## config.mk

```make
export PLATFORM = sky130hd
export DESIGN_NAME = rtc_tick_prescaler
export DESIGN_NICKNAME = d
export VERILOG_FILES = /design/src/rtl/rtc_tick_pkg.sv /design/src/rtl/rtc_src_decode.sv /design/src/rtl/rtc_frac_div.sv /design/src/rtl/rtc_tick_chain.sv /design/src/rtl/rtc_tick_prescaler.sv
export SDC_FILE = /design/constraint.sdc
export NUM_CORES = 1
export LEC_CHECK = 0
export BUFFER_PORTS_ARGS = -buffer_cell sky130_fd_sc_hd__buf_2
export CORE_MARGIN = 2
export CORE_UTILIZATION = 63
export DETAILED_ROUTE_END_ITERATION = 10
export PLACE_DENSITY = 0.88
export SYNTH_ARGS = -nofsm -noshare
export SYNTH_HDL_FRONTEND = slang
export SYNTH_HIERARCHICAL = 1
export SYNTH_SLANG_ARGS = --single-unit
```

## constraint.sdc

```tcl
create_clock -name clk -period 5.7 [get_ports clk]
set_clock_uncertainty 0.05 [all_clocks]
set_input_delay 0.285 -clock clk [delete_from_list [all_inputs] [get_ports clk]]
set_output_delay 0.285 -clock clk [all_outputs]
set_load 0.03 [all_outputs]
```

## src/rtl/rtc_tick_pkg.sv

```systemverilog
package rtc_tick_pkg;

  typedef enum logic [1:0] {
    SRC_32K768 = 2'd0,
    SRC_32K000 = 2'd1,
    SRC_38K400 = 2'd2,
    SRC_RSVD   = 2'd3
  } rtc_src_e;

  // Largest base-strobe modulus any supported reference needs.
  localparam int unsigned MAX_BASE_DIV = 75;

  function automatic int unsigned cnt_width(input int unsigned max_div);
    return $clog2(max_div + 2);
  endfunction

endpackage

```

## src/rtl/rtc_src_decode.sv

```systemverilog
module rtc_src_decode
  import rtc_tick_pkg::*;
#(
  parameter int unsigned CNT_W    = 7,
  parameter int unsigned DIV_POW2 = 64,
  parameter int unsigned DIV_FRAC = 62,
  parameter int unsigned DIV_INT  = 75
) (
  input  logic [1:0]       sel,
  output logic [CNT_W-1:0] div_lo,
  output logic             alt,
  output logic             valid
);

  rtc_src_e src;
  assign src = rtc_src_e'(sel);

  always_comb begin
    div_lo = CNT_W'(DIV_POW2);
    alt    = 1'b0;
    valid  = 1'b1;
    unique case (src)
      SRC_32K768: div_lo = CNT_W'(DIV_POW2);
      SRC_32K000: begin
        div_lo = CNT_W'(DIV_FRAC);
        alt    = 1'b1;
      end
      SRC_38K400: div_lo = CNT_W'(DIV_INT);
      default:    valid  = 1'b0;
    endcase
  end

endmodule

```

## src/rtl/rtc_frac_div.sv

```systemverilog
module rtc_frac_div #(
  parameter int unsigned CNT_W = 7
) (
  input  logic             clk,
  input  logic             rst_n,
  input  logic             run,
  input  logic             restart,
  input  logic [CNT_W-1:0] div_lo,
  input  logic             alt,
  output logic             base_tick
);

  logic [CNT_W-1:0] cnt_q;
  logic             long_q;
  logic             tick_q;
  logic [CNT_W-1:0] term_cnt;

  // Alternating modulus: div_lo on even periods, div_lo + 1 on odd ones.
  assign term_cnt = div_lo - CNT_W'(1) + CNT_W'(alt & long_q);

  always_ff @(posedge clk or negedge rst_n) begin
    if (!rst_n) begin
      cnt_q  <= '0;
      long_q <= 1'b0;
      tick_q <= 1'b0;
    end else if (!run || restart) begin
      cnt_q  <= '0;
      long_q <= 1'b0;
      tick_q <= 1'b0;
    end else if (cnt_q == term_cnt) begin
      cnt_q  <= '0;
      long_q <= alt & ~long_q;
      tick_q <= 1'b1;
    end else begin
      cnt_q  <= cnt_q + CNT_W'(1);
      tick_q <= 1'b0;
    end
  end

  assign base_tick = tick_q;

endmodule

```

## src/rtl/rtc_tick_chain.sv

```systemverilog
module rtc_tick_chain #(
  parameter int unsigned CHAIN_W = 9
) (
  input  logic               clk,
  input  logic               rst_n,
  input  logic               clear,
  input  logic               base_tick,
  output logic [CHAIN_W-1:0] per_tick,
  output logic               sec_tick
);

  logic [CHAIN_W-1:0] stage_q;

  always_ff @(posedge clk or negedge rst_n) begin
    if (!rst_n)         stage_q <= '0;
    else if (clear)     stage_q <= '0;
    else if (base_tick) stage_q <= stage_q + CHAIN_W'(1);
  end

  // Bit k fires when the low (CHAIN_W-1-k) counter bits are all ones.
  genvar k;
  generate
    for (k = 0; k < CHAIN_W - 1; k++) begin : g_rate
      assign per_tick[k] = base_tick & (&stage_q[CHAIN_W-2-k:0]);
    end
  endgenerate
  assign per_tick[CHAIN_W-1] = base_tick;
  assign sec_tick            = base_tick & (&stage_q);

endmodule

```

## src/rtl/rtc_tick_prescaler.sv

```systemverilog
module rtc_tick_prescaler
  import rtc_tick_pkg::*;
#(
  parameter int unsigned CHAIN_W  = 9,
  parameter int unsigned DIV_POW2 = 64,
  parameter int unsigned DIV_FRAC = 62,
  parameter int unsigned DIV_INT  = 75
) (
  input  logic               clk,
  input  logic               rst_n,
  input  logic               enable,
  input  logic [1:0]         src_sel,
  output logic [CHAIN_W-1:0] per_tick,
  output logic               sec_tick
);

  localparam int unsigned CNT_W = cnt_width(MAX_BASE_DIV);

  logic [1:0]       sel_q;
  logic             restart;
  logic             run;
  logic [CNT_W-1:0] div_lo;
  logic             alt;
  logic             sel_ok;
  logic             base_tick;
  logic [CHAIN_W-1:0] chain_per;
  logic             chain_sec;

  always_ff @(posedge clk or negedge rst_n) begin
    if (!rst_n) sel_q <= '0;
    else        sel_q <= src_sel;
  end

  assign restart = (src_sel != sel_q);
  assign run     = enable & sel_ok;

  rtc_src_decode #(
    .CNT_W   (CNT_W),
    .DIV_POW2(DIV_POW2),
    .DIV_FRAC(DIV_FRAC),
    .DIV_INT (DIV_INT)
  ) u_decode (
    .sel   (src_sel),
    .div_lo(div_lo),
    .alt   (alt),
    .valid (sel_ok)
  );

  rtc_frac_div #(
    .CNT_W(CNT_W)
  ) u_div (
    .clk      (clk),
    .rst_n    (rst_n),
    .run      (run),
    .restart  (restart),
    .div_lo   (div_lo),
    .alt      (alt),
    .base_tick(base_tick)
  );

  rtc_tick_chain #(
    .CHAIN_W(CHAIN_W)
  ) u_chain (
    .clk      (clk),
    .rst_n    (rst_n),
    .clear    (~run | restart),
    .base_tick(base_tick),
    .per_tick (chain_per),
    .sec_tick (chain_sec)
  );

  assign per_tick = chain_per & {CHAIN_W{run}};
  assign sec_tick = chain_sec & run;

endmodule

```

After elaboration in Yosys (flattened, before gate mapping)
Cells that the tools add are included.
{ "totals": {"ff_bits": 20, "input_bits": 5, "out_inout_bits": 10, "wordCells": 55} }
{ "classes": {"n_addsub": 4, "n_eq_ne": 4, "n_mux": 11, "n_bitwise": 17, "reduce_logical": 14} }
{ "ops": {"columns": ["operator", "n"], "rows": [
  ["2-to-1 mux 9 bit", 2],
  ["2-to-1 mux 7 bit", 2],
  ["case mux 7 bit (2 select lines)", 1],
  ["AND 1 bit", 13],
  ["adder 9 x 1 -> 9 bit, second input constant", 1],
  ["AND 9 bit", 1],
  ["AND reduction 9 bit", 1],
  ["AND reduction 8 bit", 1],
  ["adder 7 x 1 -> 7 bit, second input constant", 1],
  ["adder 7 bit", 1],
  ["equality test 7 bit", 1],
  ["AND reduction 7 bit", 1],
  ["subtractor 7 x 1 -> 7 bit, second input constant", 1],
  ["2-to-1 mux 1 bit", 6],
  ["AND reduction 6 bit", 1],
  ["AND reduction 5 bit", 1],
  ["AND reduction 4 bit", 1],
  ["nonzero test 2 bit", 2],
  ["AND reduction 3 bit", 1],
  ["OR reduction 3 bit", 1],
  ["equality test 2 x 1 -> 1 bit, second input constant", 1],
  ["equality test 2 bit, second input constant", 1],
  ["logical NOT 2 bit", 1],
  ["inequality test 2 bit", 1],
  ["5 further kinds", 6]
]} }

Logic depth before layout (Yosys ltp)
Gate-level depths: netlist (run 1).
{ "logic_depth": {"ltp_word": 7, "mapped_depth": 10, "ltp_nobuf": 10} }

Cells and area by module
Netlist (run 1), hierarchy kept.
{ "modules_own_cells": {"columns": ["module", "n_inst", "cells_each", "area_each_um2", "seq_area_each_um2"], "rows": [
  ["rtc_frac_div", 1, 68, 680.7, 225.2],
  ["rtc_tick_chain", 1, 59, 534.3, 225.2],
  ["rtc_tick_prescaler", 1, 19, 165.2, 50.0],
  ["rtc_src_decode", 1, 13, 98.8, 0.0]
]} }

Least setup slack after synthesis (run 1)
OpenSTA, ideal clock, no wires.
{ "synth_timing": {"path_kind": "in2reg", "startpoint": "input src_sel[1]", "endpoint": "register u_div.long_q", "setup_time_ns": 0.125, "t_arrival_ns": 2.296, "required_ns": 5.525, "path_slack_ns": 3.229, "stages": 10, "path_buffers": 0, "path_cell_list": "inv_1 -> ha_1 -> nand2_1 -> ha_1 -> ha_1 -> xnor3_1 -> and3_1 -> o21ai_1 -> a221oi_4 -> mux2_4"} }
{ "synth_between": {"elab_cells_between_ends": 19, "cone_classes": "2 x add/sub; 4 x eq/ne; 5 x mux; 3 x bitwise; 5 x reduce/logical"} }
{ "synth_rtl": {"columns": ["element", "line_no", "rtl"], "rows": [
  ["from (decl)", "rtc_tick_prescaler.sv:12", "input logic [1:0] src_sel,"],
  ["equality test 2 x 1 -> 1 bit (*)", "rtc_src_decode.sv:22", "unique case (src)"],
  ["2-to-1 mux 1 bit (*)", "rtc_src_decode.sv:22", null],
  ["via alt", "rtc_tick_prescaler.sv:23", "logic alt;"],
  ["AND 1 bit", "rtc_frac_div.sv:19", "assign term_cnt = div_lo - CNT_W'(1) + CNT_W'(alt & long_q);"],
  ["adder 7 bit", "rtc_frac_div.sv:19", null],
  ["equality test 7 bit", "rtc_frac_div.sv:30", "end else if (cnt_q == term_cnt) begin"],
  ["nonzero test 2 bit (no source line)", null, null],
  ["to (signal assigned)", "rtc_frac_div.sv:32", "long_q <= alt & ~long_q;"],
  ["to (decl)", "rtc_frac_div.sv:14", "logic long_q;"]
]} }
Mark *: on every way through the listed nets, which the timed path passes. The rest lies on a longest branch. The select of a mux whose other input is x is not followed.
A chain may end at the register's enable or synchronous reset.

Final worst setup path (run 1)
Ends and elaborated chain as after synthesis.

==> results_dict.tcl, run 1 <==
set metrics [dict create \
    cts_buffers 3 \
    holdWs_ps 99.9 \
    status "complete, no violations" \
    cts_sinks 20 \
    cts_htree_levels 1 \
    num_io_pins 15 \
    gr-total-overflow 0 \
    ys_types 36 \
    critPathMaxFanout 12 \
    start_util_pct 66.9 \
    post-cts-setup-buffer-count 0 \
    crit_top_cell "ha_1" \
    rows 17 \
    cp_cell_sequence "buf_2 -> inv_1 -> ha_1 -> nand2_1 -> ha_1 -> ha_1 -> xnor2_1 -> a211oi_1 -> o311ai_0 -> a221oi_4 -> mux2_4" \
    gp_congestion 0.821 \
    synthesis.nets 175 \
    critPathTopFamily "adder cells" \
    path_clk_slew_ps 120 \
    core_area_um2 2210 \
    drt_pass1_iterations 6 \
    numPortBuffers 14 \
    area_growth_syn_to_layout_pct 6.18 \
    grt_pass1_vias 1077 \
    vdd_ir_drop_max_v 0.000155 \
    cp_slowest_stage_delay_ps 450 \
    wl_per_cell_um 15.3 \
    synth_area_um2 1480 \
    maxCapViolations 0 \
    yosys_warnings 6 \
    ys_seq_elements 20 \
    fin_total_pwr_w 0.000299 \
    tns_ps 0 \
    grt_max_degree 21 \
    root_buffer "clkbuf_4" \
    powerDensity_nw_per_um2 190 \
    rsz0062_at_grt "no" \
    cp.required_ps 5850 \
    setup_viol 0 \
    antenna_found_initial 0 \
    final_max_slew_viol_count 0 \
    via_per_inst 5.64 \
    arrival_ps 3040 \
    p_leak_nw 0.771 \
    die_area_um2 2750 \
    crit_path_end_kind "register" \
    drt_iter0_drc 22 \
    antennaDiodeCount 0 \
    path_buf_inv 2 \
    final.period_utilization_pct 50.7 \
    worstMarginPinSlew_ps 736 \
    ys_seq_area_share_pct 33.8 \
    cts_tree "built" \
    grt_usage_pct 25.5 \
    critPathLaunchType "input port" \
    crit_slowest_cell "a221oi_4" \
    remaining_drc_errors 0 \
    cts_max_path_buffers 2 \
    instances_no_fill 195 \
    clock_latency_ps 300 \
    dp_hpwl_mm 2.16 \
    syn_area_per_cell_um2 9.30 \
    finalHoldViolations 0 \
    fillCellCount 168 \
    die_h_um 52.5 \
    postRouteAntennaNets 0 \
    maxSlewHeadroom_pct 50.3 \
    path_class "input port to register" \
    nNetsFinal 184 \
    fmax_ghz 0.346 \
    synthCells 159 \
    dp.cells 190 \
    grt_pass1_wl_mm 4.95 \
    drive_above_1_share_pct 14.4 \
    cts-resized-gates 0 \
    die_w_um 52.5 \
    hp-class "input port to register" \
    dr_total_vias 1100 \
    wl_mm 2.99 \
    layout_min_cycle_time_ps 2890 \
]
==> per-layer routing <==
metal  GRT usage (%)  wire (um)  share of wire [%]
met3            3.43         37                1.2
met1            28.2       1270                 43
met2            48.3       1630                 54
met4            10.3         48                1.6
met5               0          0                  0
==> final timing paths <==
| kind | cells past startpoint | end | slack (ps) | startpoint |
|---|---|---|---|---|
| max reg2reg | 8 | u_div/long_q | 3080 | u_div/long_q |
| min reg2reg | 1 | u_div/cnt_q[0] | 520 | u_div/cnt_q[0] |
| min | 1 | sel_q[1] | 100 | src_sel[1] |
| min in group asynchronous | 2 | u_chain/stage_q[0] | 390 | rst_n |
| max in group asynchronous | 2 | u_div/cnt_q[6] | 4890 | rst_n |
| max | 11 | u_div/long_q | 2810 | src_sel[1] |
==> sequential cells by signal, indices dropped and copies added, names as in the netlist <==
register         cells
sel_q                2
u_chain/stage_q      9
u_div/base_tick      1
u_div/cnt_q          7
u_div/long_q         1
==> per-stage QoR <==
step / instance area (um2) / util (%) / worst slack [ps]
floorplan: 1480 / - / 3230
global placement: 1510 / 68.2 / 2750
detailed placement: 1510 / 68.2 / 2550
CTS: 1570 / 71.0 / 2860
global route: 1570 / 71.0 / 2650
finish: 1570 / 71.0 / 2810
==> power breakdown <==
group          internal (W)  switching (W)
Clock             0.0000711      0.0000457
Sequential         0.000143     0.00000120
Combinational     0.0000151      0.0000228
==> layout by cell type (no fill, tap or decap), types with 2 or more instances in the layout <==
cell type	instances
a21oi_1	4
and2_1	5
and3_1	13
buf_2	14
clkbuf_4	3
dfrtp_1	20
ha_1	11
inv_1	10
mux2i_1	4
nand2_1	8
nand2b_1	2
nand3_1	6
nand4_1	3
nor2_1	12
nor2b_1	3
nor3_1	7
nor3b_1	3
o21ai_0	4
or3_1	3
xnor2_1	9
xor2_1	8
==> worst reg2reg max path: stages, from the launching register on <==
cell,delay (ps)
dfrtp_1,400
nand2_1,80
ha_1,240
ha_1,310
xnor2_1,130
a211oi_1,220
o311ai_0,290
a221oi_4,450
mux2_4,340
==> layout make-up <==
class,instances,area (um2),share of cell area (%)
clock buffer,3,22.5,1.43
clock inverter,1,30.0,1.91
inverter,10,37.5,2.39
multi-input combinational,118,865,55.1
sequential,20,500,31.9
tap,28,35.0,2.23
timing repair buffer,15,80.1,5.10
==> repair_timing <==
action                                 CTS  global route
hold buffers                             1             0
setup endpoints to repair                0             0
endpoints found under the hold margin   20             0
==> cells in the mapped netlist, drive strengths merged <==
library cell | instances | share of area, %
a221oi | 1 | 1.8
nand4 | 4 | 2.1
or3 | 3 | 1.3
a21boi | 1 | 0.51
o21ai | 5 | 1.7
nor4b | 1 | 1.0
buf | 11 | 5.2
nand2 | 8 | 2.0
a211oi | 1 | 0.51
nand2b | 2 | 0.85
mux2i | 4 | 2.7
inv | 10 | 2.5
nor3b | 3 | 1.5
mux2 | 1 | 1.0
nand3 | 6 | 2.0
and3 | 14 | 6.0
o311ai | 1 | 0.59
nand3b | 1 | 0.51
nor2 | 12 | 3.0
nor2b | 3 | 1.3
xor2 | 8 | 4.7
xnor3 | 1 | 1.5
and2 | 6 | 2.6
ha | 11 | 9.3
nor3 | 7 | 2.4
nand4bb | 1 | 0.76
dfrtp | 20 | 34
a21oi | 4 | 1.4
xnor2 | 9 | 5.3
==> logic make-up after synthesis <==
kind of cell | synth area share [%]
AOI/OAI and AO/OA | 6.43
buffers and inverters | 7.70
DFF | 33.8
xor gates and xnor gates | 11.6
muxes | 3.72
adders and majority gates | 9.31
and+or+nand+nor | 27.4
Note: power is estimated with default switching activity, not from simulation.
==> inputs of run 2 (changes only) <==
--- a/config.mk
+++ b/config.mk
@@ -5,11 +5,12 @@
 export SDC_FILE = /design/constraint.sdc
 export NUM_CORES = 1
 export LEC_CHECK = 0
+export ABC_AREA = 1
 export BUFFER_PORTS_ARGS = -buffer_cell sky130_fd_sc_hd__buf_2
 export CORE_MARGIN = 2
-export CORE_UTILIZATION = 63
+export CORE_UTILIZATION = 59
 export DETAILED_ROUTE_END_ITERATION = 10
-export PLACE_DENSITY = 0.88
+export PLACE_DENSITY = 0.83
 export SYNTH_ARGS = -nofsm -noshare
 export SYNTH_HDL_FRONTEND = slang
 export SYNTH_HIERARCHICAL = 1
==> constraint.sdc (replaced) <==
create_clock -name clk -period 2.8 [get_ports clk]
set_clock_uncertainty 0.05 [all_clocks]
set_input_delay 0.14 -clock clk [delete_from_list [all_inputs] [get_ports clk]]
set_output_delay 0.14 -clock clk [all_outputs]
set_load 0.03 [all_outputs]
==> results_dict.tcl, run 2 <==
set metrics [dict create \
    crit_slowest_cell "dlygate4sd3_1" \
    ys_types 22 \
    critPathMaxFanout 9 \
    muxShareOfSynthArea_pct 0 \
    arrival_ps 2460 \
    dr_total_vias 1403 \
    synthesis.nets 266 \
    yosysTopAreaCell "dfrtp_1" \
    final_max_slew_viol_count 0 \
    root_buffer "clkbuf_4" \
    rows 19 \
    grt_pass1_wl_mm 5.31 \
    num_io_pins 15 \
    synth_area_um2 1690 \
    start_util_pct 61.7 \
    synth_edf_count 0 \
    clock_latency_ps 300 \
    yosys_warnings 6 \
    fmax_ghz 0.433 \
    critPathTopFamily "buffers and inverters" \
    synth_most_common_cell "nand2_1" \
    synthSimpleGateAreaFrac_pct 39.4 \
    synthCells 250 \
    grt_pass1_vias 1244 \
    post-cts-setup-buffer-count 0 \
    cp_cell_sequence "dlygate4sd3_1 -> buf_2 -> inv_1 -> ha_1 -> inv_1 -> inv_1 -> ha_1 -> nand2_1 -> inv_1 -> nor2_1 -> nand2_1 -> nor3_2 -> nand2_2 -> nand2_4 -> nor2_1" \
    rsz0062_at_grt "no" \
    antennaDiodeCount 0 \
    regMostFlops "u_chain/stage_q" \
    final_common_cell "nand2_1" \
    maxCapViolations 0 \
    synth_top_family_by_area "simple AND/OR/NAND/NOR gates" \
    die_h_um 57.5 \
    tns_ps 0 \
    ys_seq_area_share_pct 29.7 \
    cts_sinks 20 \
    drive_above_1_share_pct 17.0 \
    cts_buffers 3 \
    syn_area_per_cell_um2 6.75 \
    synth_commonest_cells "60 x nand2_1, 55 x inv_1, 28 x nor2_1" \
    synthAdderAreaFrac_pct 8.15 \
    setup_viol 0 \
    final.period_utilization_pct 82.5 \
    drt_iter0_drc 38 \
    ys_seq_elements 20 \
    layout_min_cycle_time_ps 2310 \
    finalHoldViolations 0 \
    synth_flop_cell "dfrtp_1" \
    maxSlewHeadroom_pct 61.8 \
    hp-class "input port to async pin" \
    cts_max_path_buffers 2 \
    crit_path_end_kind "register" \
    path_clk_slew_ps 110 \
    critPathLaunchType "input port" \
    largestRegisters "u_chain/stage_q (9), u_div/cnt_q (7), sel_q (2)" \
    die_w_um 57.5 \
    cts_tree "built" \
    synth_top_area_share_pct 29.7 \
    path_class "input port to register" \
    async_flop_share_pct 100 \
    remaining_drc_errors 0 \
    numPortBuffers 14 \
    most-common-layout-cells "60 x nand2_1, 55 x inv_1, 28 x nor2_1" \
    die_area_um2 3300 \
    vdd_ir_drop_max_v 0.000351 \
    p_leak_nw 0.970 \
    via_per_inst 4.76 \
    gp_congestion 0.871 \
    cp_slowest_stage_delay_ps 520 \
    path_buf_inv 6 \
    crit_top_cell "inv_1" \
    postRouteAntennaNets 0 \
    wl_per_cell_um 9.83 \
    dp_hpwl_mm 2.26 \
    cp.required_ps 2950 \
    synth_compound_area_share_pct 2.08 \
    nNetsFinal 281 \
    grt_usage_pct 20.5 \
    grt_max_degree 21 \
    core_area_um2 2730 \
    status "complete, no violations" \
    antenna_found_initial 0 \
    area_growth_syn_to_layout_pct 6.97 \
    wl_mm 2.90 \
    powerDensity_nw_per_um2 309 \
    largest_reg_flops 9 \
    drt_pass1_iterations 4 \
    synthTopCellsByArea "dfrtp_1 30%, nand2_1 13%, inv_1 12%, ha_1 8.2%, nand3_1 6.2%" \
    fin_total_pwr_w 0.000558 \
    gr-total-overflow 0 \
    worstMarginPinSlew_ps 572 \
    synth_xor_area_share_pct 4.67 \
    cts_htree_levels 1 \
]
## run 2: changes by cell type after synthesis, sizes merged, moves of 4 or more
cell | before | now
and3 | 14 | 0
nor2 | 12 | 45
mux2i | 4 | 0
and2 | 6 | 0
xor2 | 8 | 4
nand3 | 6 | 21
nand2 | 8 | 65
inv | 10 | 55
xnor2 | 9 | 5
## run 2: what timing repair did
| action | in CTS | in global routing |
|---|---|---|
| hold endpoints to repair | 22 | 0 |
| hold buffers | 3 | 0 |
| setup endpoints to repair | 0 | 0 |
| resized for setup | 0 | 0 |
## run 2: stage by stage
| stage | setup slack [ps] | utilization [%] | area (um2) | hold WS, ps | std cells |
|---|---|---|---|---|---|
| after CTS | 479 | 66.0 | 1810 | 267 | 295 |
| after global placement | 733 | 63.6 | 1740 | 64.7 | 288 |
| after global routing | 230 | 66.0 | 1810 | 285 | 295 |
| final | 491 | 66.0 | 1810 | 257 | 295 |
| after floorplan | 1030 | - | 1690 | -206 | 250 |
| after detailed placement | 697 | 63.6 | 1740 | 65.3 | 288 |
## run 2: cell type report
type                    instances  area (um2)
multi-input cells             167         916
inverters                      55         206
repair buffers                 18         108
well taps                      31        38.8
clock buffers                   4        36.3
flip-flops and latches         20         500
fillers                       253         928
## run 2: logic make-up after synthesis
| kind of cell | count (synthesis) |
|---|---|
| and+or+nand+nor | 140 |
| adders and majority gates | 11 |
| DFF | 20 |
| xor gates and xnor gates | 9 |
| buffers and inverters | 63 |
| AOI/OAI and AO/OA | 7 |
## run 2: worst reg2reg max path: cells and delay by family, from the launching register on
kind	cells	cell delay (ps)
adders and majority gates	2	460
and+or+nand+nor	10	890
DFF	1	440
## run 2: worst paths after layout
kind,start,to,slack [ps],depth (start not counted)
min in group clk,u_chain/stage_q[8],u_chain/stage_q[8],480,2
worst min-delay path,rst_n,u_chain/stage_q[3],260,2
max in group asynchronous,rst_n,u_chain/stage_q[5],2140,2
worst max register to register,u_div/long_q,u_div/cnt_q[0],870,12
worst min register to register,u_chain/stage_q[8],u_chain/stage_q[8],480,2
worst max-delay path,src_sel[0],u_div/cnt_q[0],490,15
## run 2: metal layers
| layer | vias to the layer above | track usage, % | share of wire, % |
|---|---|---|---|
| met2 | 24 | 37.7 | 52 |
| met4 | 0 | 6.98 | 1.5 |
| li1 | 764 | - | - |
| met3 | 5 | 2.04 | 2.6 |
| met5 | - | 0 | 0 |
| met1 | 610 | 24.6 | 44 |
## run 2: power by group
group	internal, W	switching [W]
clock network	0.0000793	0.0000833
registers	0.000291	0.00000191
logic	0.0000347	0.0000675
total	0.000405	0.000153
==> inputs of run 3 (changes only) <==
==> constraint.sdc (replaced) <==
create_clock -name clk -period 2.3 [get_ports clk]
set_clock_uncertainty 0.05 [all_clocks]
set_input_delay 0.115 -clock clk [delete_from_list [all_inputs] [get_ports clk]]
set_output_delay 0.115 -clock clk [all_outputs]
set_load 0.03 [all_outputs]
==> results_dict.tcl, run 3 (synthesis gave the netlist of run 2 again) <==
set metrics [dict create \
    status "complete, no violations" \
    arrival_ps 2260 \
    remaining_drc_errors 0 \
    cts_tree "built" \
    crit_path_end_kind "register" \
    r2r_setup_slack_ps 440 \
    holdWs_ps 129 \
    cts_htree_levels 1 \
    final.period_utilization_pct 92.6 \
    grt_pass1_wl_mm 5.09 \
    critPathLaunchType "input port" \
    clock_latency_ps 290 \
    hold_depth 1 \
    final_common_cell "nand2_1" \
    fmax_ghz 0.470 \
    die_w_um 57.5 \
    gr-total-overflow 0 \
    rows 19 \
    worstMarginPinSlew_ps 441 \
    p_leak_nw 0.982 \
    antennaDiodeCount 0 \
    regMostFlops "u_chain/stage_q" \
    drt_iter0_drc 41 \
    hp-class "input port to register" \
    vdd_ir_drop_max_v 0.000397 \
    critPathMaxFanout 7 \
    num_io_pins 15 \
    maxCapViolations 0 \
    cts_buffers 3 \
    drive_above_1_share_pct 18.9 \
    setup_viol 0 \
    path_class "input port to register" \
    finalHoldViolations 0 \
    largest_reg_flops 9 \
    grt_usage_pct 19.4 \
    powerDensity_nw_per_um2 353 \
    fin_total_pwr_w 0.000647 \
    postLayoutCoreUtil_pct 67.0 \
    antenna_found_initial 0 \
    final_max_slew_viol_count 0 \
    grt_max_degree 21 \
    cts_max_path_buffers 2 \
    dr_total_vias 1437 \
    wl_mm 3.00 \
    path_clk_slew_ps 100 \
    start_util_pct 61.7 \
    core_area_um2 2730 \
    wl_per_cell_um 10.1 \
    fillCellCount 235 \
    nNetsFinal 283 \
    die_h_um 57.5 \
    numPortBuffers 14 \
    layout_min_cycle_time_ps 2130 \
    root_buffer "clkbuf_4" \
    drt_pass1_iterations 4 \
    grt_pass1_vias 1243 \
    rsz0062_at_grt "no" \
    postRouteAntennaNets 0 \
    die_area_um2 3300 \
    cp.required_ps 2430 \
    most-common-layout-cells "60 x nand2_1, 54 x inv_1, 28 x nor2_1" \
    dp_hpwl_mm 2.35 \
    area_growth_syn_to_layout_pct 8.53 \
    largestRegisters "u_chain/stage_q (9), u_div/cnt_q (7), sel_q (2)" \
    via_per_inst 4.85 \
    reg2regPathDepth 10 \
    cts_sinks 20 \
    maxSlewHeadroom_pct 70.6 \
    gp_congestion 0.841 \
    tns_ps 0 \
]
run 3: where the power goes:
part           internal (W)  switching, W
sequential         0.000354    0.00000230
clock             0.0000609     0.0000938
combinational     0.0000494     0.0000863
run 3: critical path, cell delays in order:
cell and delay, ps:
dlygate4sd3_1 540, buf_4 160, ha_2 190, nand2_1 110, ha_4 170, ha_2 270, nand2_1 60, inv_1 30
nor2_1 70, nand2_1 90, nor3_2 150, nand2_2 120, nand2_4 120, nor2_1 50
run 3: final timing paths:
check,start,end
worst max-delay path,src_sel[0],u_div/cnt_q[2]
worst min-delay path,src_sel[1],sel_q[1]
worst max register to register,u_div/long_q,u_div/cnt_q[2]
worst min register to register,u_chain/stage_q[8],u_chain/stage_q[8]
max in group asynchronous,rst_n,u_div/cnt_q[4]
min in group asynchronous,rst_n,sel_q[1]
run 3: timing repair:
| item | 4_1_cts | 5_1_grt |
|---|---|---|
| hold buffers | 3 | 0 |
| setup endpoints to repair | 0 | 9 |
| gates resized for setup | 0 | 7 |
| setup buffers | 0 | 1 |
| endpoints found under the hold margin | 22 | 0 |
run 3: area by class of cell:
type | count | area, um2 | area share, %
well taps | 31 | 38.8 | 2.12
flip-flops and latches | 20 | 500 | 27.3
repair buffers | 20 | 130 | 7.10
inverters | 55 | 206 | 11.3
multi-input cells | 167 | 933 | 51.0
clock buffers | 3 | 22.5 | 1.23
run 3: per-layer routing:
metal | vias up | track usage, % | wire length [um]
li1 | 771 | - | -
met1 | 627 | 23.0 | 1280
met5 | - | 0 | 0
met2 | 37 | 36.4 | 1570
met4 | 0 | 5.65 | 16
met3 | 2 | 2.04 | 126
run 3: metrics by stage:
| stage | cell area [um2] | std cells | setup WS [ps] |
|---|---|---|---|
| 2_1_floorplan | 1690 | 250 | 552 |
| 5_1_grt | 1830 | 296 | 12.0 |
| 4_1_cts | 1810 | 296 | 15.8 |
| 3_5_place_dp | 1750 | 290 | 259 |
| 6_report | 1830 | 296 | 171 |
| 3_3_place_gp | 1750 | 290 | 367 |
